$ cat src/rtl/ssx_pkg.sv
package ssx_pkg;
  localparam logic [1:0] ADDR_CTRL = 2'd0;
  localparam logic [1:0] ADDR_TXD  = 2'd1;
  localparam logic [1:0] ADDR_RXD  = 2'd2;
  localparam logic [1:0] ADDR_STAT = 2'd3;

  // status bit positions
  localparam int ST_TXE = 0;
  localparam int ST_RXF = 1;
  localparam int ST_OVR = 2;

  // strobes from the sequencer to the datapath
  typedef struct packed {
    logic load;    // copy tx data into shifter, start a frame
    logic shift;   // falling serial edge inside a frame
    logic sample;  // rising serial edge
    logic done;    // last bit finished
    logic busy;    // a frame is in flight
  } ssxStrobe_t;

  // state reported by the datapath to the sequencer
  typedef struct packed {
    logic txEn;
    logic rxEn;
    logic txEmpty;
    logic rxFull;
    logic overrun;
    logic enChange;  // accepted control write alters the enables this cycle
  } ssxFlags_t;
endpackage

$ cat src/rtl/ssx_ctrl.sv
module ssx_ctrl
  import ssx_pkg::*;
#(
  parameter int HALF_DIV   = 2,
  parameter int FRAME_BITS = 8
) (
  input  logic       clk,
  input  logic       rstN,
  input  ssxFlags_t  flags,
  output ssxStrobe_t stb,
  output logic       serClk
);
  localparam int CW = (HALF_DIV > 1) ? $clog2(HALF_DIV) : 1;
  localparam int BW = (FRAME_BITS > 1) ? $clog2(FRAME_BITS) : 1;
  localparam logic [CW-1:0] CNT_LAST = CW'(HALF_DIV - 1);
  localparam logic [BW-1:0] BIT_LAST = BW'(FRAME_BITS - 1);

  logic          active;
  logic          serClkQ;
  logic [CW-1:0] halfCnt;
  logic [BW-1:0] bitIdx;
  logic          canStart;
  logic          halfEnd;
  logic          startNow;

  always_comb begin
    canStart = !flags.overrun &&
               ((flags.txEn && !flags.txEmpty) || (flags.rxEn && !flags.txEn));
    halfEnd  = active && (halfCnt == CNT_LAST);
    startNow = 1'b0;
    stb      = '0;
    stb.busy = active;
    if (!flags.enChange) begin
      if (!active) begin
        startNow = canStart;
      end else if (halfEnd) begin
        if (!serClkQ) begin
          stb.sample = 1'b1;
        end else if (bitIdx == BIT_LAST) begin
          stb.done = 1'b1;
          // a frame landing on a full receiver overruns: do not continue
          startNow = canStart && !(flags.rxEn && flags.rxFull);
        end else begin
          stb.shift = 1'b1;
        end
      end
    end
    stb.load = startNow;
  end

  always_ff @(posedge clk or negedge rstN) begin
    if (!rstN) begin
      active  <= 1'b0;
      serClkQ <= 1'b1;
      halfCnt <= '0;
      bitIdx  <= '0;
    end else if (flags.enChange) begin
      active  <= 1'b0;
      serClkQ <= 1'b1;
      halfCnt <= '0;
      bitIdx  <= '0;
    end else if (startNow) begin
      active  <= 1'b1;
      serClkQ <= 1'b0;
      halfCnt <= '0;
      bitIdx  <= '0;
    end else if (active) begin
      if (halfEnd) begin
        halfCnt <= '0;
        if (!serClkQ) begin
          serClkQ <= 1'b1;
        end else if (bitIdx == BIT_LAST) begin
          active <= 1'b0;
        end else begin
          serClkQ <= 1'b0;
          bitIdx  <= bitIdx + 1'b1;
        end
      end else begin
        halfCnt <= halfCnt + 1'b1;
      end
    end
  end

  assign serClk = serClkQ;
endmodule

$ cat src/rtl/ssx_datapath.sv
module ssx_datapath
  import ssx_pkg::*;
#(
  parameter int FRAME_BITS = 8
) (
  input  logic                  clk,
  input  logic                  rstN,
  input  logic                  busRd,
  input  logic                  busWr,
  input  logic [1:0]            busAddr,
  input  logic [FRAME_BITS-1:0] busWdata,
  output logic [FRAME_BITS-1:0] busRdata,
  input  logic                  dmaTxWr,
  input  logic [FRAME_BITS-1:0] dmaTxData,
  input  logic                  dmaRxRd,
  output logic [FRAME_BITS-1:0] dmaRxData,
  input  logic                  rxd,
  output logic                  txd,
  output logic                  txIrq,
  output logic                  rxIrq,
  input  ssxStrobe_t            stb,
  output ssxFlags_t             flags
);
  logic                  txEn, rxEn;
  logic [FRAME_BITS-1:0] txData, rxData, txShift, rxShift;
  logic                  txEmpty, rxFull, overrun;
  logic                  armTx, armRx, armOvr;
  logic                  txEmptyPrev, rxFullPrev;

  logic ctrlWr, txdWr, statWr, statRd;
  logic newTx, newRx, badPair, ctrlAccept, enChange;
  logic frameEnd;

  always_comb begin
    ctrlWr     = busWr && (busAddr == ADDR_CTRL);
    txdWr      = busWr && (busAddr == ADDR_TXD);
    statWr     = busWr && (busAddr == ADDR_STAT);
    statRd     = busRd && (busAddr == ADDR_STAT);
    newTx      = busWdata[0];
    newRx      = busWdata[1];
    // both enables may only be raised together from the all-off state
    badPair    = newTx && newRx && (txEn ^ rxEn);
    ctrlAccept = ctrlWr && !badPair;
    enChange   = ctrlAccept && ({newRx, newTx} != {rxEn, txEn});
    frameEnd   = stb.done && rxEn;
  end

  always_ff @(posedge clk or negedge rstN) begin
    if (!rstN) begin
      txEn <= 1'b0;
      rxEn <= 1'b0;
    end else if (ctrlAccept) begin
      txEn <= newTx;
      rxEn <= newRx;
    end
  end

  always_ff @(posedge clk or negedge rstN) begin
    if (!rstN) begin
      txData <= '0;
    end else if (dmaTxWr) begin
      txData <= dmaTxData;
    end else if (txdWr) begin
      txData <= busWdata;
    end
  end

  always_ff @(posedge clk or negedge rstN) begin
    if (!rstN) begin
      txShift <= '1;
    end else if (stb.load && txEn) begin
      txShift <= txData;
    end else if (stb.shift) begin
      txShift <= {1'b1, txShift[FRAME_BITS-1:1]};
    end
  end

  always_ff @(posedge clk or negedge rstN) begin
    if (!rstN) begin
      rxShift <= '0;
    end else if (stb.sample && rxEn) begin
      rxShift <= {rxd, rxShift[FRAME_BITS-1:1]};
    end
  end

  always_ff @(posedge clk or negedge rstN) begin
    if (!rstN) begin
      rxData <= '0;
    end else if (frameEnd && !rxFull) begin
      rxData <= rxShift;
    end
  end

  // flags: hardware set wins over any clear request
  always_ff @(posedge clk or negedge rstN) begin
    if (!rstN) begin
      txEmpty <= 1'b1;
      rxFull  <= 1'b0;
      overrun <= 1'b0;
    end else begin
      if (stb.load && txEn)                              txEmpty <= 1'b1;
      else if (dmaTxWr)                                  txEmpty <= 1'b0;
      else if (statWr && armTx && !busWdata[ST_TXE])     txEmpty <= 1'b0;

      if (frameEnd && !rxFull)                           rxFull <= 1'b1;
      else if (dmaRxRd)                                  rxFull <= 1'b0;
      else if (statWr && armRx && !busWdata[ST_RXF])     rxFull <= 1'b0;

      if (frameEnd && rxFull)                            overrun <= 1'b1;
      else if (statWr && armOvr && !busWdata[ST_OVR])    overrun <= 1'b0;
    end
  end

  // a flag is armed for clearing once a status read has returned it as 1
  always_ff @(posedge clk or negedge rstN) begin
    if (!rstN) begin
      armTx  <= 1'b0;
      armRx  <= 1'b0;
      armOvr <= 1'b0;
    end else begin
      armTx  <= !statWr && txEmpty && (armTx  || statRd);
      armRx  <= !statWr && rxFull  && (armRx  || statRd);
      armOvr <= !statWr && overrun && (armOvr || statRd);
    end
  end

  always_ff @(posedge clk or negedge rstN) begin
    if (!rstN) begin
      txEmptyPrev <= 1'b1;
      rxFullPrev  <= 1'b0;
    end else begin
      txEmptyPrev <= txEmpty;
      rxFullPrev  <= rxFull;
    end
  end

  always_comb begin
    case (busAddr)
      ADDR_CTRL: busRdata = FRAME_BITS'({rxEn, txEn});
      ADDR_TXD:  busRdata = txData;
      ADDR_RXD:  busRdata = rxData;
      default:   busRdata = FRAME_BITS'({overrun, rxFull, txEmpty});
    endcase
  end

  assign dmaRxData = rxData;
  assign txd       = (stb.busy && txEn) ? txShift[0] : 1'b1;
  assign txIrq     = txEmpty && !txEmptyPrev;
  assign rxIrq     = rxFull && !rxFullPrev;

  assign flags.txEn     = txEn;
  assign flags.rxEn     = rxEn;
  assign flags.txEmpty  = txEmpty;
  assign flags.rxFull   = rxFull;
  assign flags.overrun  = overrun;
  assign flags.enChange = enChange;
endmodule

$ cat src/rtl/sync_serial_xcvr.sv
module sync_serial_xcvr
  import ssx_pkg::*;
#(
  parameter int HALF_DIV   = 2,
  parameter int FRAME_BITS = 8
) (
  input  logic                  clk,
  input  logic                  rstN,
  input  logic                  busRd,
  input  logic                  busWr,
  input  logic [1:0]            busAddr,
  input  logic [FRAME_BITS-1:0] busWdata,
  output logic [FRAME_BITS-1:0] busRdata,
  input  logic                  dmaTxWr,
  input  logic [FRAME_BITS-1:0] dmaTxData,
  input  logic                  dmaRxRd,
  output logic [FRAME_BITS-1:0] dmaRxData,
  input  logic                  rxd,
  output logic                  txd,
  output logic                  serClk,
  output logic                  txIrq,
  output logic                  rxIrq
);
  ssxStrobe_t stbW;
  ssxFlags_t  flagsW;

  ssx_ctrl #(.HALF_DIV(HALF_DIV), .FRAME_BITS(FRAME_BITS)) seqr (
    .clk(clk), .rstN(rstN), .flags(flagsW), .stb(stbW), .serClk(serClk)
  );

  ssx_datapath #(.FRAME_BITS(FRAME_BITS)) dpath (
    .clk(clk), .rstN(rstN),
    .busRd(busRd), .busWr(busWr), .busAddr(busAddr),
    .busWdata(busWdata), .busRdata(busRdata),
    .dmaTxWr(dmaTxWr), .dmaTxData(dmaTxData),
    .dmaRxRd(dmaRxRd), .dmaRxData(dmaRxData),
    .rxd(rxd), .txd(txd), .txIrq(txIrq), .rxIrq(rxIrq),
    .stb(stbW), .flags(flagsW)
  );
endmodule

$ cat config.mk
export PLATFORM = sky130hd
export DESIGN_NAME = sync_serial_xcvr
export DESIGN_NICKNAME = d
export VERILOG_FILES = /design/src/rtl/ssx_pkg.sv /design/src/rtl/ssx_ctrl.sv /design/src/rtl/ssx_datapath.sv /design/src/rtl/sync_serial_xcvr.sv
export SDC_FILE = /design/constraint.sdc
export NUM_CORES = 1
export LEC_CHECK = 0
export BUFFER_PORTS_ARGS = -buffer_cell sky130_fd_sc_hd__buf_2
export CAP_MARGIN = 20
export CORE_MARGIN = 1
export CORE_UTILIZATION = 35
export DETAILED_ROUTE_END_ITERATION = 6
export SETUP_SLACK_MARGIN = 0.15
export SLEW_MARGIN = 20
export SYNTH_ARGS = -nofsm -noshare
export SYNTH_HDL_FRONTEND = slang
export SYNTH_HIERARCHICAL = 1
export SYNTH_SLANG_ARGS = --single-unit
$ cat constraint.sdc
create_clock -name clk -period 6.5 [get_ports clk]
set_clock_uncertainty 0.2 [all_clocks]
set_input_delay 0.325 -clock clk [delete_from_list [all_inputs] [get_ports clk]]
set_output_delay 0.325 -clock clk [all_outputs]
set_load 0.1 [all_outputs]
==> parameters.txt, run 1 <==
Parameter                              Value

Status
  Outcome ... completed

Setup path
  Required time of the critical path ... 6510 ps
  Worst setup path category ... reg -> reg
  Highest fanout seen on the critical path ... 8
  Worst Setup End Kind ... register
  Crit start category ... register
  Data arrival, critical path ... 2530 ps

Synthesis
  Leading cell type by number of instances after synthesis ... dfrtp_1
  Synthesis warning total ... 6
  Sequential fraction of the synthesis area ... 50.7%
  Syn_area_per_cell ... 11.4 um2
  Synthesized net count ... 237
  Post-synth top area share ... 38.7%
  Ranking of synthesized cells by instance count ... dfrtp_1, nand2_1, mux2_2
  Leading cell types by total area after synthesis ... dfrtp_1, dfstp_2, mux2_2
  Number of synthesized register bits ... 48
  Primary FF master, synth ... dfrtp_1
  Netlist Area Pre-Place ... 2390 um2
  EDFF count, synth ... 0
  Distinct cells, synth ... 45
  FFs w/ async S/R, synth ... 100%
  Area leader, netlist ... dfrtp_1
  Number of instances in the synthesized netlist ... 210

CTS
  Post-CTS setup repair buffer count ... 0
  CTS tree ... built
  Clock latency on the worst-skew pair ... 300 ps
  Post-cts sizing count ... 0
  Maximum number of buffers from clock root to sink ... 2
  Total CTS buffers ... 5
  Clock transition at the register clock pins on the worst setup and hold paths after CTS ... 90 ps
  Depth of the CTS H-tree ... 2
  Number of clock sinks ... 48
  Clk root buf ... clkbuf_8

Placed design
  Placement Setup Slack ... 3390 ps
  Final GP Congestion ... 0.846
  Buffers on Ports ... 44
  Final HPWL DP ... 3.73 mm

Route
  Detailed-routing iteration count for the pre-antenna-repair pass ... 6
  DRC violation count after routing ... 0
  Remaining antenna violation count ... 0
  Vias per cell ... 5.29
  Detailed-route wire length per cell ... 15.8 um
  Number of DRC violations after detailed-routing iteration 0 ... 153
  Routed Wire Length ... 5.12 mm
  Via total after detailed routing ... 1709

Final layout
  Number of filler cells placed in the layout ... 614
  ANT cells ... 0
  Share of cells above drive strength 1 ... 34.1%
  Util after Layout ... 42.6%
  Final-stage net count ... 272
  Layout area overhead ... 15.6%

Timing
  Setup-failing EPs final ... 0
  Setup slack after layout ... 3980 ps
  Min Tclk post-route ... 2520 ps
  Max Freq ... 397 MHz
  Hold Worst Slack ... 52.4 ps
  Number of hold violations in the final report ... 0
  RSZ-0062 raised after global routing ... false
  Headroom to the max-slew limit ... 48.9%
  Least-Margin Pin Slew ... 764 ps
  Count of pins over their slew limit ... 0
  Sum of negative setup slack ... 0 ps
  Final period util ... 38.7%

Pwr
  Internal power component ... 0.709 mW
  Part of the total power dissipated in combinational logic ... 30.7%
  Switching share of power ... 35.0%
  Clock share of power ... 26.9%
  Lkg Pwr ... 1.38 nW
  VDD IR max ... 0.183 mV
  Reported net switching power ... 0.382 mW
  Power share of the sequential group ... 42.4%
  Power per unit of standard cell area ... 394 nW/um2

Run
  Number of max-cap violations ... 0

Global route
  Pin count of the biggest net entering global routing ... 49
  Initial antenna violation count ... 0
  Vias in the first global route ... 1641
  Global-route wire length before repair ... 8.53 mm
  Overflow after GRT ... 0
  Total track usage ... 15.3%

Floorplan
  Area of the die ... 7180 um2
  Vertical die dimension ... 84.7 um
  Total I/O pin count ... 45
  Core ar. ... 6490 um2
  Site Rows ... 29
  Die span in x ... 84.7 um
  Initial cell density of the core ... 36.9%

Min path
  Type of the most critical hold path ... in -> reg
## area by class of cell
class,count,area [um2],share of cell area [%]
Clock buffer,5,68.8,2.49
Clock inverter,3,90.1,3.25
Inverter,4,15.0,0.542
Multi-Input combinational cell,141,1050,37.9
Sequential cell,48,1210,43.9
Tap cell,77,96.3,3.48
Timing Repair Buffer,45,233,8.41
## sequential cells by signal, summed over array words and instances (netlist names)
name	count
dpath/overrun	1
seqr/bitIdx	3
dpath/txEn	1
dpath/armTx	1
dpath/armRx	1
dpath/armOvr	1
dpath/txData	8
seqr/halfCnt	1
seqr/active	1
dpath/rxFull	1
dpath/rxEn	1
dpath/txEmpty	1
dpath/txEmptyPrev	1
dpath/rxFullPrev	1
seqr/serClk	1
dpath/rxShift	8
dpath/dmaRxData	8
dpath/txShift	8
## routing by layer
metal	wire length [um]	vias up	share of wire (%)	global-route usage, %
li1	-	831	-	-
met1	2450	846	48	22.2
met2	2460	24	48	22.6
met3	124	8	2.4	2.95
met4	84	0	1.6	6.01
met5	0	-	0	0
## worst max-delay path, stage by stage (launching register included)
cell and delay (ps):
dfrtp_1 400, ha_1 210, ha_1 230, nand4b_1 330
nor2_1 670, mux2i_1 300, o21ai_0 100
## worst paths after layout
kind                                start                 to  slack (ps)  cells after the start
hold / removal                        rxd   dpath/rxShift[7]          50                      2
min in group asynchronous            rstN   dpath/rxFullPrev         360                      2
setup reg to reg           seqr/bitIdx[0]   dpath/txShift[2]        3980                      6
hold reg to reg             dpath/txEmpty  dpath/txEmptyPrev         240                      0
setup / recovery           seqr/bitIdx[0]   dpath/txShift[2]        3980                      6
max in group asynchronous            rstN    dpath/txData[7]        5340                      2
## through the flow
stage | total power, mW | std cells | instance area [um2]
after floorplan | 0.739 | 210 | 2390
after global placement | 0.796 | 314 | 2600
after detailed placement | 0.806 | 314 | 2600
after CTS | 1.10 | 322 | 2760
after global routing | 1.15 | 323 | 2770
final | 1.09 | 323 | 2770
## power groups by stage
stage / Combinational [mW] / Clock (mW) / Sequential, mW
2_1_floorplan: 0.246 / 0 / 0.494
3_3_place_gp: 0.329 / 0 / 0.468
3_5_place_dp: 0.337 / 0 / 0.470
4_1_cts: 0.339 / 0.300 / 0.464
5_1_grt: 0.362 / 0.313 / 0.479
6_report: 0.335 / 0.294 / 0.463
## kinds of logic (layout without fill, tap and decap cells)
group | Yosys count | in the layout | synth area share (%)
compound gates | 55 | 55 | 15.9
simple gates | 55 | 55 | 12.7
flops | 48 | 48 | 50.7
mux | 28 | 28 | 13.8
buf+inv | 21 | 57 | 5.43
fa+ha+maj | 2 | 2 | 1.04
xor+xnor | 1 | 1 | 0.366
## cells in the final DEF, fill, tap and decap left out, types with 2 or more instances in the layout
master     synthesis  layout
buf_2              5      43
dfrtp_1           37      37
nand2_1           23      23
mux2_2            17      17
a21oi_1           15      15
dfstp_2           11      11
o21ai_0           10      10
mux2i_1            9       9
a2bb2oi_1          8       8
a22o_1             6       6
clkbuf_8           0       5
nor2b_1            4       4
o211a_1            4       4
nor2_1             4       4
a211oi_1           4       4
bufinv_16          0       3
nand3b_1           3       3
inv_1              3       3
nor3b_1            3       3
nand3_1            3       3
and3_1             2       2
and3b_1            2       2
nand2b_1           2       2
nor3_1             2       2
ha_1               2       2
## what timing repair did
action                                 4_1_cts  5_1_grt
hold buffers                                 0        1
setup endpoints to repair                    0        0
endpoints found under the hold margin        0       37
(Power assumes the default switching activity.)
==> run 2, diff against run 1 <==
Clock period 6.5 ns to 2.64 ns, I/O delays scaled along.
==> run 2 against run 1 <==
  * The run now ends with negative hold slack left
  * Global-route usage up 0.57 points
  * Sequential share of layout area down 2.2 points
  * Non-clock buffer count rose by 23
  * Count of clock-buffer cells in the layout unchanged
  * Combinational power rose to 2.6 times the previous value
  * Cell count grew 7.1%
  * Worst hold slack lost 56 ps
  * Clock power is 44% higher
  * Critical endpoint is now dpath/dmaRxData[0]
  * Largest cell class unchanged
==> parameters.txt, run 2 (synthesis results as in run 1) <==
Parameter                              Value

Final layout
  Commonest non-fill, non-tap cell in the layout ... buf_2 (unchanged)
  Final-stage net count ... 295 (was 272)
  Post-route insts no fill ... 346 (was 323)
  Combined area of the multi-input logic cells ... 1050 um2 (unchanged)
  ANT cells ... 0 (unchanged)
  Layout area overhead ... 21.7% (was 15.6%)
  Commonest cells after routing, fill and taps aside ... buf_2, dfrtp_1, nand2_1, dlygate4sd3_1, mux2_2 (was buf_2, dfrtp_1, nand2_1, mux2_2, a21oi_1)
  Number of filler cells placed in the layout ... 624 (was 614)
  Share of cells above drive strength 1 ... 32.7% (was 34.1%)
  Sequential cell area ... 1210 um2 (unchanged)

Route
  WL met2 ... 2.48 mm (was 2.46 mm)
  Via total after detailed routing ... 1820 (was 1709)
  DRC violation count after routing ... 0 (unchanged)
  Highest metal used ... met4 (unchanged)
  Number of DRC violations after detailed-routing iteration 0 ... 98 (was 153)
  Remaining antenna violation count ... 0 (unchanged)
  Met3 wire len ... 169 um (was 124 um)
  Routed Wire Length ... 5.21 mm (was 5.12 mm)
  Vias per cell ... 5.26 (was 5.29)
  Detailed-route wire length per cell ... 15.1 um (was 15.8 um)
  Detailed-routing iteration count for the pre-antenna-repair pass ... 6 (unchanged)
  Met1 wire length ... 2.48 mm (was 2.45 mm)

Status
  Outcome ... finished with violations (was completed)
  Violated checks ... negative hold slack

Placed design
  Final GP Congestion ... 0.842 (was 0.846)
  Buffers on Ports ... 44 (unchanged)
  Final HPWL DP ... 3.75 mm (was 3.73 mm)
  # placed instances ... 318 (was 314)

Setup path
  Crit start category ... primary input (was register)
  Data arrival, critical path ... 2250 ps (was 2530 ps)
  Worst setup path category ... in -> reg (was reg -> reg)
  Highest fanout seen on the critical path ... 9 (was 8)
  Worst Setup End Kind ... register (unchanged)
  Required time of the critical path ... 2620 ps (was 6510 ps)

Timing
  Headroom to the max-slew limit ... 40.5% (was 48.9%)
  Final period util ... 85.7%
  Hold Worst Slack ... -3.41 ps (was 52.4 ps)
  Least-Margin Pin Slew ... 892 ps (was 764 ps)
  Max Freq ... 442 MHz
  Min Tclk post-route ... 2260 ps
  Count of pins over their slew limit ... 0 (unchanged)
  Sum of negative setup slack ... 0 ps (unchanged)
  Setup-failing EPs final ... 0 (unchanged)
  RSZ-0062 raised after global routing ... false (unchanged)
  Number of hold violations in the final report ... 1 (was 0)

Floorplan
  Area of the die ... 7180 um2 (unchanged)
  Die span in x ... 84.7 um (unchanged)
  Total I/O pin count ... 45 (unchanged)
  Core ar. ... 6490 um2 (unchanged)
  Vertical die dimension ... 84.7 um (unchanged)
  Initial cell density of the core ... 36.9% (unchanged)
  Site Rows ... 29 (unchanged)

Global route
  Pin count of the biggest net entering global routing ... 40 (was 49)
  Global-route wire length before repair ... 8.94 mm (was 8.53 mm)
  Vias in the first global route ... 1881 (was 1641)
  Overflow after GRT ... 0 (unchanged)
  Total track usage ... 15.9% (was 15.3%)
  Initial antenna violation count ... 0 (unchanged)

Pwr
  Overall power consumption ... 2.42 mW (was 1.09 mW)
  Power per unit of standard cell area ... 831 nW/um2 (was 394 nW/um2)
  VDD IR max ... 0.455 mV (was 0.183 mV)
  Lkg Pwr ... 1.45 nW (was 1.38 nW)

CTS
  Post-CTS setup repair buffer count ... 0 (unchanged)
  Clock latency on the worst-skew pair ... 300 ps (about the same)
  Clk root buf ... clkbuf_8 (unchanged)
  Maximum number of buffers from clock root to sink ... 2 (unchanged)
  Clock transition at the register clock pins on the worst setup and hold paths after CTS ... 90 ps (about the same)
  Depth of the CTS H-tree ... 2 (unchanged)
  Post-cts sizing count ... 0 (unchanged)
  Total CTS buffers ... 5 (unchanged)
  Number of clock sinks ... 48 (unchanged)
  CTS tree ... built (unchanged)

Min path
  Type of the most critical hold path ... in -> reg (unchanged)

Run
  Number of max-cap violations ... 0 (unchanged)
-- run 2: changes by cell type in the layout (fill, tap and decap cells not counted), moves of 2 or more --
| cell | before | now |
|---|---|---|
| clkinv_2 | 0 | 2 |
| bufinv_16 | 3 | 0 |
| buf_4 | 1 | 4 |
| dlygate4sd3_1 | 1 | 20 |
-- run 2: cell type report --
class | count | area share [%]
Sequential cell | 48 | 41.7
Multi-Input combinational cell | 141 | 36.0
Clock inverter | 3 | 0.644
Inverter | 4 | 0.515
Clock buffer | 5 | 2.36
Tap cell | 77 | 3.31
Timing Repair Buffer | 68 | 15.5
-- run 2: through the flow --
step / worst slack, ps / cell area, um2 / utilization, %
floorplan: 352 / 2390 / -
global placement: 457 / 2630 / 40.4
detailed placement: 433 / 2630 / 40.4
CTS: 403 / 2910 / 44.9
global route: 260 / 2910 / 44.9
finish: 378 / 2910 / 44.9
-- run 2: report_power, final --
group	switching, mW	internal [mW]
registers	0.159	0.977
clock network	0.240	0.185
logic	0.532	0.329
total	0.931	1.49
-- run 2: metal layers --
metal  global-route usage [%]  vias up
met5                        0        -
met4                     5.55        0
met3                     3.44        9
met2                     25.4       41
met1                     21.5      894
li1                         -      876
-- run 2: repair_timing --
| action | in CTS | in global routing |
|---|---|---|
| hold buffers | 20 | 0 |
| setup endpoints to repair | 0 | 0 |
| hold endpoints to repair | 49 | 0 |
-- run 2: worst paths after layout --
check | from | to | slack [ps] | cells past startpoint
min in group asynchronous | rstN | dpath/rxShift[0] | 290 | 2
worst max-delay path | busWdata[1] | dpath/dmaRxData[0] | 380 | 8
max in group asynchronous | rstN | dpath/txEmpty | 1190 | 3
worst min-delay path | busWdata[2] | dpath/overrun | -3 | 3
worst min register to register | dpath/txEmpty | dpath/txEmptyPrev | 230 | 0
worst max register to register | dpath/rxEn | dpath/dmaRxData[0] | 420 | 5
-- run 2: worst max-delay path: stages --
cell and delay (ps):
dlygate4sd3_1 510, buf_2 160, inv_1 70, a22oi_1 180
a21boi_0 160, nor3_1 370, nand3b_2 300, mux2_2 340
